--- config.mk ---
export PLATFORM = sky130hd
export DESIGN_NAME = regfile_stage
export DESIGN_NICKNAME = d
export VERILOG_FILES = /design/src/rtl/regfile_pkg.sv /design/src/rtl/regfile_wb_sel.sv /design/src/rtl/regfile_array.sv /design/src/rtl/regfile_latches.sv /design/src/rtl/regfile_stage.sv
export SDC_FILE = /design/constraint.sdc
export NUM_CORES = 2
export LEC_CHECK = 0
export ABC_CLOCK_PERIOD_IN_PS = 4240
export BUFFER_PORTS_ARGS = -buffer_cell sky130_fd_sc_hd__buf_2
export CORE_UTILIZATION = 65
export CTS_CLUSTER_SIZE = 14
export DETAILED_ROUTE_END_ITERATION = 8
export PLACE_DENSITY = 0.81
export REMOVE_ABC_BUFFERS = 1
export SLEW_MARGIN = 5
export SYNTH_ARGS = -nofsm -noshare
export SYNTH_HDL_FRONTEND = slang
export SYNTH_SLANG_ARGS = --single-unit
export TNS_END_PERCENT = 50
--- constraint.sdc ---
create_clock -name clk -period 4.24 [get_ports clk]
set_input_delay 0.636 -clock clk [delete_from_list [all_inputs] [get_ports clk]]
set_output_delay 0.636 -clock clk [all_outputs]
set_load 0.01 [all_outputs]
--- src/rtl/regfile_pkg.sv ---
package regfile_pkg;
    typedef enum logic [1:0] {
        WB_RTYPE = 2'd0,
        WB_ITYPE = 2'd1,
        WB_LINK  = 2'd2
    } wb_src_e;
endpackage

--- src/rtl/regfile_wb_sel.sv ---
module regfile_wb_sel
    import regfile_pkg::*;
#(
    parameter int ADDR_W = 5
) (
    input  logic [ADDR_W-1:0] rd_r_idx,
    input  logic [ADDR_W-1:0] rd_i_idx,
    input  logic              itype_sel,
    input  logic              link_sel,
    output logic [ADDR_W-1:0] wb_idx
);
    localparam logic [ADDR_W-1:0] LINK_IDX = {ADDR_W{1'b1}};

    wb_src_e src;

    // Link has priority over the I-type select.
    always_comb begin
        if (link_sel)       src = WB_LINK;
        else if (itype_sel) src = WB_ITYPE;
        else                src = WB_RTYPE;
    end

    always_comb begin
        unique case (src)
            WB_LINK:  wb_idx = LINK_IDX;
            WB_ITYPE: wb_idx = rd_i_idx;
            WB_RTYPE: wb_idx = rd_r_idx;
            default:  wb_idx = rd_r_idx;
        endcase
    end
endmodule

--- src/rtl/regfile_array.sv ---
module regfile_array #(
    parameter int DATA_W = 32,
    parameter int ADDR_W = 5
) (
    input  logic              clk,
    input  logic              rst_n,
    input  logic [ADDR_W-1:0] rd1_idx,
    input  logic [ADDR_W-1:0] rd2_idx,
    output logic [DATA_W-1:0] rd1_data,
    output logic [DATA_W-1:0] rd2_data,
    input  logic              wr_en,
    input  logic [ADDR_W-1:0] wr_idx,
    input  logic [DATA_W-1:0] wr_data
);
    localparam int NUM_REGS = 2 ** ADDR_W;

    logic [DATA_W-1:0] mem [NUM_REGS];

    // Index 0 is never written and never read from storage.
    always_ff @(posedge clk or negedge rst_n) begin
        if (!rst_n) begin
            for (int i = 0; i < NUM_REGS; i++) mem[i] <= '0;
        end else if (wr_en && (wr_idx != '0)) begin
            mem[wr_idx] <= wr_data;
        end
    end

    // Combinational reads: a same-cycle capture sees the pre-write value.
    always_comb begin
        rd1_data = (rd1_idx == '0) ? '0 : mem[rd1_idx];
        rd2_data = (rd2_idx == '0) ? '0 : mem[rd2_idx];
    end

    AST_ZERO_READ: assert property (@(posedge clk) disable iff (!rst_n)
        (rd1_idx == '0) |-> (rd1_data == '0));
    AST_WRITE_LANDS: assert property (@(posedge clk) disable iff (!rst_n)
        (wr_en && (wr_idx != '0)) |=> (mem[$past(wr_idx)] == $past(wr_data)));
    AST_NO_WRITE_HOLD: assert property (@(posedge clk) disable iff (!rst_n)
        (!wr_en) |=> (mem[$past(rd1_idx)] == $past(mem[rd1_idx])));
endmodule

--- src/rtl/regfile_latches.sv ---
module regfile_latches #(
    parameter int DATA_W = 32
) (
    input  logic              clk,
    input  logic              rst_n,
    input  logic              a_en,
    input  logic              b_en,
    input  logic              c_en,
    input  logic [DATA_W-1:0] a_in,
    input  logic [DATA_W-1:0] b_in,
    input  logic [DATA_W-1:0] c_in,
    output logic [DATA_W-1:0] a_q,
    output logic [DATA_W-1:0] b_q,
    output logic [DATA_W-1:0] c_q
);
    always_ff @(posedge clk or negedge rst_n) begin
        if (!rst_n) begin
            a_q <= '0;
            b_q <= '0;
            c_q <= '0;
        end else begin
            if (a_en) a_q <= a_in;
            if (b_en) b_q <= b_in;
            if (c_en) c_q <= c_in;
        end
    end

    AST_A_LOAD: assert property (@(posedge clk) disable iff (!rst_n)
        a_en |=> (a_q == $past(a_in)));
    AST_A_HOLD: assert property (@(posedge clk) disable iff (!rst_n)
        !a_en |=> $stable(a_q));
    AST_B_LOAD: assert property (@(posedge clk) disable iff (!rst_n)
        b_en |=> (b_q == $past(b_in)));
    AST_B_HOLD: assert property (@(posedge clk) disable iff (!rst_n)
        !b_en |=> $stable(b_q));
    AST_C_LOAD: assert property (@(posedge clk) disable iff (!rst_n)
        c_en |=> (c_q == $past(c_in)));
    AST_C_HOLD: assert property (@(posedge clk) disable iff (!rst_n)
        !c_en |=> $stable(c_q));
endmodule

--- src/rtl/regfile_stage.sv ---
module regfile_stage #(
    parameter int DATA_W = 32,
    parameter int ADDR_W = 5
) (
    input  logic              clk,
    input  logic              rst_n,
    input  logic [ADDR_W-1:0] rs1_idx,
    input  logic [ADDR_W-1:0] rs2_idx,
    input  logic [ADDR_W-1:0] rd_r_idx,
    input  logic [ADDR_W-1:0] rd_i_idx,
    input  logic              a_en,
    input  logic              b_en,
    input  logic              c_en,
    input  logic              wr_en,
    input  logic              itype_sel,
    input  logic              link_sel,
    input  logic [DATA_W-1:0] c_bus,
    output logic [DATA_W-1:0] a_out,
    output logic [DATA_W-1:0] b_out
);
    localparam logic [ADDR_W-1:0] LINK_IDX = {ADDR_W{1'b1}};

    logic [DATA_W-1:0] rd1_data;
    logic [DATA_W-1:0] rd2_data;
    logic [DATA_W-1:0] c_q;
    logic [ADDR_W-1:0] wb_idx;

    regfile_wb_sel #(.ADDR_W(ADDR_W)) u_sel (
        .rd_r_idx (rd_r_idx),
        .rd_i_idx (rd_i_idx),
        .itype_sel(itype_sel),
        .link_sel (link_sel),
        .wb_idx   (wb_idx)
    );

    regfile_array #(.DATA_W(DATA_W), .ADDR_W(ADDR_W)) u_array (
        .clk     (clk),
        .rst_n   (rst_n),
        .rd1_idx (rs1_idx),
        .rd2_idx (rs2_idx),
        .rd1_data(rd1_data),
        .rd2_data(rd2_data),
        .wr_en   (wr_en),
        .wr_idx  (wb_idx),
        .wr_data (c_q)
    );

    regfile_latches #(.DATA_W(DATA_W)) u_latch (
        .clk  (clk),
        .rst_n(rst_n),
        .a_en (a_en),
        .b_en (b_en),
        .c_en (c_en),
        .a_in (rd1_data),
        .b_in (rd2_data),
        .c_in (c_bus),
        .a_q  (a_out),
        .b_q  (b_out),
        .c_q  (c_q)
    );

    AST_LINK_DEST: assert property (@(posedge clk) disable iff (!rst_n)
        link_sel |-> (wb_idx == LINK_IDX));
    AST_ITYPE_DEST: assert property (@(posedge clk) disable iff (!rst_n)
        (itype_sel && !link_sel) |-> (wb_idx == rd_i_idx));
    AST_RTYPE_DEST: assert property (@(posedge clk) disable iff (!rst_n)
        (!itype_sel && !link_sel) |-> (wb_idx == rd_r_idx));
endmodule

Yosys cells after proc, flatten, opt, wreduce, memory -nomap -nowiden
Cells that the tools add are included. Widths: inputs -> output; s select.

Input bits: 60. Flip-flop bits (word level): 1120. Bits in writable memories: 0. Logic and storage cells: 63. Bits in latches: 0. Output and inout bits: 64. Memories: 0. Bits in read-only memories: 0.

Equal/unequal tests: 2. Reductions and logical operators: 5. Add/sub/neg operators: 0. $mul: 0. Bitwise gates (word level): 3. Magnitude comparators: 4. Shift-type cells: 0. Div/mod/pow operators: 0. Mux-type cells: 14.

Operators by type and width (number): $bwmux 1024 (1); $bmux 32 s5 (2); $mux 32 (7); $demux 32 s5 (1); $ge 6x6->1 const B (3); $not 5->6 (3); $logic_not 5->1 (2); $pmux 5 s2 (1); $lt 6x1->1 const B (1); $reduce_bool 5->1 (1); $eq 2x1->1 const B (1); $eq 2x2->1 const B (1); $logic_and 1x1->1 (2); $mux 2 (1); $mux 1 (1).

Longest topological paths before layout
Word-level depth: 10. Depth in mapped cells: 9. Depth with buffers taken out: 4.

Modules after synthesis
A second synthesis with hierarchy kept.

Cell total of the unflattened synthesis: 3836. Area total of the unflattened synthesis: 58503.6 um^2.

By module, submodules not included: regfile_array (area an instance 54369.6 um^2, cells each 3621, sequential area each 25624.6 um^2, instances 1); regfile_latches (area an instance 4035.1 um^2, cells each 204, sequential area each 2402.3 um^2, instances 1); regfile_wb_sel (area an instance 98.8 um^2, cells each 11, sequential area each 0.0 um^2, instances 1).

Worst setup path after synthesis
No wires, ideal clock.

Path kind: input-to-reg. From: in rs1_idx[0]. To: reg u_latch.a_q[0]. Required time: 4.102 ns. Cell stages on the path: 7. Arrival: 2.411 ns. Slack: 1.691 ns. Path buffers: 3. Library setup time: 0.138 ns. Cell sequence: buf_2 -> buf_6 -> buf_2 -> mux4_2 -> mux2_2 -> a2111oi_0 -> a21oi_1.

Longest elaborated chain between the ends: 5. Elaborated cells on any way between the ends: 6. Classes of those cells: mux (4); bitwise (1); reduce/logical (1).

Ends and longest elaborated chain: from (decl) (line regfile_stage.sv:7) `input logic [ADDR_W-1:0] rs1_idx,`; $not 5->6 (not written as such) (line regfile_array.sv:30) `rd1_data = (rd1_idx == '0) ? '0 : mem[rd1_idx];`; $bmux 32 s5 (line regfile_array.sv:30); $mux 32 (not written as such) (2 in a row) (line regfile_array.sv:30); $mux 32 * (line regfile_array.sv:30); to (signal assigned) (line regfile_latches.sv:22) `if (a_en) a_q <= a_in;`; to (decl) (line regfile_latches.sv:12) `output logic [DATA_W-1:0] a_q,`.

Every way passes the cells marked *; elsewhere a longest branch is shown, timed or not. The select of a mux whose other input is x is not followed. A chain may end at the register's enable or synchronous reset.

Worst setup path after layout
From: in itype_sel. To: reg u_array.mem[787] (netlist name).

Longest elaborated chain between the ends: 10. Elaborated cells on any way between the ends: 14. Classes of those cells: order compare (2); eq/ne (2); mux (6); bitwise (1); reduce/logical (3).

Ends and longest elaborated chain: from (decl) (line regfile_stage.sv:15) `input logic itype_sel,`; $mux 1 * (line regfile_wb_sel.sv:19) `else if (itype_sel) src = WB_ITYPE;`; $mux 2 * (line regfile_wb_sel.sv:18) `if (link_sel) src = WB_LINK;`; $eq 2x1->1 or $eq 2x2->1 (tied branches) (line regfile_wb_sel.sv:24) `unique case (src)`; $pmux 5 s2 * (line regfile_wb_sel.sv:24); $not 5->6 (not written as such) (line regfile_array.sv:24) `mem[wr_idx] <= wr_data;`; $ge 6x6->1 (not written as such) or $lt 6x1->1 (tied branches) (line regfile_array.sv:24); $logic_and 1x1->1 (not written as such) (line regfile_array.sv:24); $mux 32 (not written as such) (line regfile_array.sv:24); $demux 32 s5 (line regfile_array.sv:24); $bwmux 1024 (line regfile_array.sv:24); to (signal, indexed assignment) (line regfile_array.sv:24); to (decl) (line regfile_array.sv:17) `logic [DATA_W-1:0] mem [NUM_REGS];`.

Every way passes the cells marked *; elsewhere a longest branch is shown, timed or not.

==> results.toml <==
[status]
status = "finished with violations"
violations = "DRC"

[place]
finalWeightedCongestion = 0.870
placed_cells = 5086
port_buffers = 123
place.detailed.hpwl_mm = 102

[clock_network]
cts_buffers = 114
htreeDepth = 3
clockBufferDepth = 3
clkLatencyLatePin_ns = 0.72
cts_sinks = 1120
tritoncts = "done"
clockRootBuffer = "clkbuf_16"
post_cts_buffers = 0
path_clk_slew_ns = 0.06

[routing]
first_pass_iters = 7
vias = 38700
route.detailed.drc = 18
detail-route-antenna-nets = 0
vias_per_cell = 7.30
drt-wirelength-per-cell_um = 32.5
drt_iter0_markers = 4262
routed_wl_mm = 172

[global_route]
grt.met2_usage_pct = 60.0
grt.total_usage_pct = 38.7
use_met3_pct = 9.34
grt-ovfl-total = 0
antenna_found_initial = 3
grt_pass1_vias = 39600
gr-max-usage-layer = "met2"
grt_max_degree = 118
grt_pass1_wl_mm = 257
grt_use_met1_pct = 51.0

[sta]
slew_viol_final = 0
hold_viol = 0
fin_tns_setup_ns = 0
fin_crit_sh_pct = 63.5
holdWs_ns = 0.155
clock_skew_ns = 0.0320
fin_crit_ns = 2.69
rsz0062_at_grt = "false"
max-slew-margin-rel_pct = 18.5
fmax_mhz = 372
tightest_slew_ns = 1.22
setup_viol = 0

[power]
max-vdd-ir-drop_uv = 336
total_power_mw = 29.2
p_per_area_nw_per_um2 = 456
power_leakage_nw = 29.2

[synth]
yosys_warnings = 0
syn_avg_cell_area_um2 = 14.2
async_flop_share_pct = 100
ys_seq_area_share_pct = 48.2
synth.top_cell.area_share_pct = 48.2
syn-instance-count = 4086
synth_area_leaders = "dfrtp_1, mux2_2, mux4_2"
ys_ff_latch = 1120
synth_edf_count = 0
netlist_area_um2 = 58100
dominantRegCellSynth = "dfrtp_1"
synthDistinctLibCells = 39
yosysTopAreaCell = "dfrtp_1"

[worst_setup_path]
critPathKind = "primary input to flip-flop"
crit_family = "simple AND/OR/NAND/NOR gates"
worst_ep_required_time_ns = 4.82
worstPathMaxFanout = 18
rr_endpoint = "u_latch.b_q[7]"
reg2reg_depth = 4
cpPeakStageDelay_ns = 0.69
endpoint = "u_array.mem[787]"
r2r-start = "u_array.mem[775]"
r2r_setup_slack_ns = 2.14
path_cells = "buf_2, or3b_2, a21oi_2, nand3_2, buf_4, mux2_2"
path_buf_inv = 2
critPathLaunchType = "primary input"
cp-end-kind = "flip-flop"
cp_data_arrival_time_ns = 3.28
slowest_stage = "nand3_2"
crit_path_start = "itype_sel"
path_depth = 6

[hold_path]
hold_start = "c_bus[2]"
hp-class = "primary input to flip-flop"

[die]
fp.dieH_um = 301
die_area_um2 = 90600
rows = 109
die_w_um = 301
start_util_pct = 65.7
design.core.area_um2 = 88500
pin_count = 124

[layout]
layout.cells.non_filler = 5303
fillers = 5682
final_nets = 4098
layout-drive-gt1-share_pct = 46.2
synthToLayoutAreaGrowth_pct = 10.3

[flow_run]
cap_violations = 0
cell usage in the layout (no fill, tap or decap), types with 4 or more instances in the layout:
master | Yosys | routed
a22o_1 | 60 | 60
mux2_1 | 34 | 34
clkinv_2 | 0 | 27
and3_2 | 0 | 5
mux2i_1 | 378 | 378
nand3b_1 | 16 | 16
clkbuf_1 | 268 | 21
a2111oi_0 | 66 | 66
mux2_2 | 1055 | 1055
buf_8 | 0 | 5
mux4_2 | 324 | 324
diode_2 | 0 | 5
nor4_1 | 4 | 4
nand2b_1 | 66 | 66
buf_4 | 41 | 118
or3b_2 | 10 | 10
bufinv_16 | 0 | 8
nor3_1 | 5 | 4
dfrtp_1 | 1120 | 1120
a21oi_2 | 6 | 6
clkbuf_8 | 0 | 32
buf_12 | 0 | 43
o22ai_1 | 124 | 124
clkbuf_16 | 0 | 115
nand3_2 | 0 | 14
or3_1 | 6 | 4
o211ai_1 | 62 | 62
a21oi_1 | 62 | 62
buf_2 | 101 | 118
nor2_1 | 126 | 126
or4_1 | 64 | 64
nor3b_4 | 0 | 7
state kept, by name, indices dropped and copies added, names as in the netlist:
signal       cells
u_latch.b_q     32
u_latch.c_q     32
u_array.mem   1024
u_latch.a_q     32
layer usage:
| metal | share of wire, % | up-vias |
|---|---|---|
| met2 | 47 | 2096 |
| met1 | 37 | 20500 |
| li1 | - | 15500 |
| met4 | 6.1 | 6 |
| met5 | 0.024 | - |
| met3 | 9.7 | 626 |
through the flow:
step / instance area, um^2 / setup slack [ns] / util [%]
after floorplan: 56100 / 0.338 / -
after global placement: 60200 / 0.942 / 68.0
after detailed placement: 60200 / 0.890 / 68.0
after CTS: 64100 / 1.60 / 72.4
after global routing: 64100 / 1.52 / 72.4
final: 64100 / 1.55 / 72.4
area by class of cell:
| type | instances | area [um^2] | share of cell area, % |
|---|---|---|---|
| Timing Repair Buffer | 285 | 2420 | 3.78 |
| Multi-Input combinational cell | 2515 | 28300 | 44.2 |
| Clock buffer | 168 | 3400 | 5.30 |
| Antenna cell | 5 | 12.5 | 0.0195 |
| Tap cell | 1165 | 1460 | 2.27 |
| Clock inverter | 43 | 470 | 0.734 |
| Sequential cell | 1120 | 28000 | 43.7 |
| Inverter | 2 | 7.51 | 0.0117 |
cell usage after synthesis (4+ instances only):
cell	number
a2111oi_0	66
a21oi_1	62
a21oi_2	6
a22o_1	60
and3_1	5
buf_1	37
buf_2	101
buf_4	41
clkbuf_1	268
dfrtp_1	1120
mux2_1	34
mux2_2	1055
mux2i_1	378
mux4_2	324
nand2b_1	66
nand3_1	14
nand3b_1	16
nor2_1	126
nor3_1	5
nor3b_2	8
nor4_1	4
o211ai_1	62
o22ai_1	124
or3_1	6
or3b_2	10
or4_1	64
cell families after synthesis:
group,share of synthesized area (%)
AO/OA/AOI/OAI,4.87
buffers and inverters,3.42
flip-flops,48.2
multiplexers,40.2
AND/OR/NAND/NOR,3.32
where the power goes:
part	switching, mW	internal, mW	total, mW
clock network	4.32	6.02	10.3
logic	2.00	2.92	4.92
registers	1.58	12.4	14.0
total	7.89	21.3	29.2
what timing repair did:
item,in CTS,in global routing
hold endpoints to repair,63,0
resized for setup,0,0
hold buffers,1,0
endpoints found under the setup margin,0,0
worst min-delay path by stage:
| stage | to | slack (ns) | cells after the start |
|---|---|---|---|
| floorplan | u_array.mem[0] | 0.34 | 0 |
| global placement | u_array.mem[1006] | 0.38 | 0 |
| detailed placement | u_array.mem[1005] | 0.39 | 0 |
| CTS | u_latch.c_q[2] | 0.13 | 2 |
| global route | u_latch.c_q[0] | 0.15 | 2 |
| finish | u_latch.c_q[2] | 0.15 | 2 |
(Power assumes the default switching activity.)
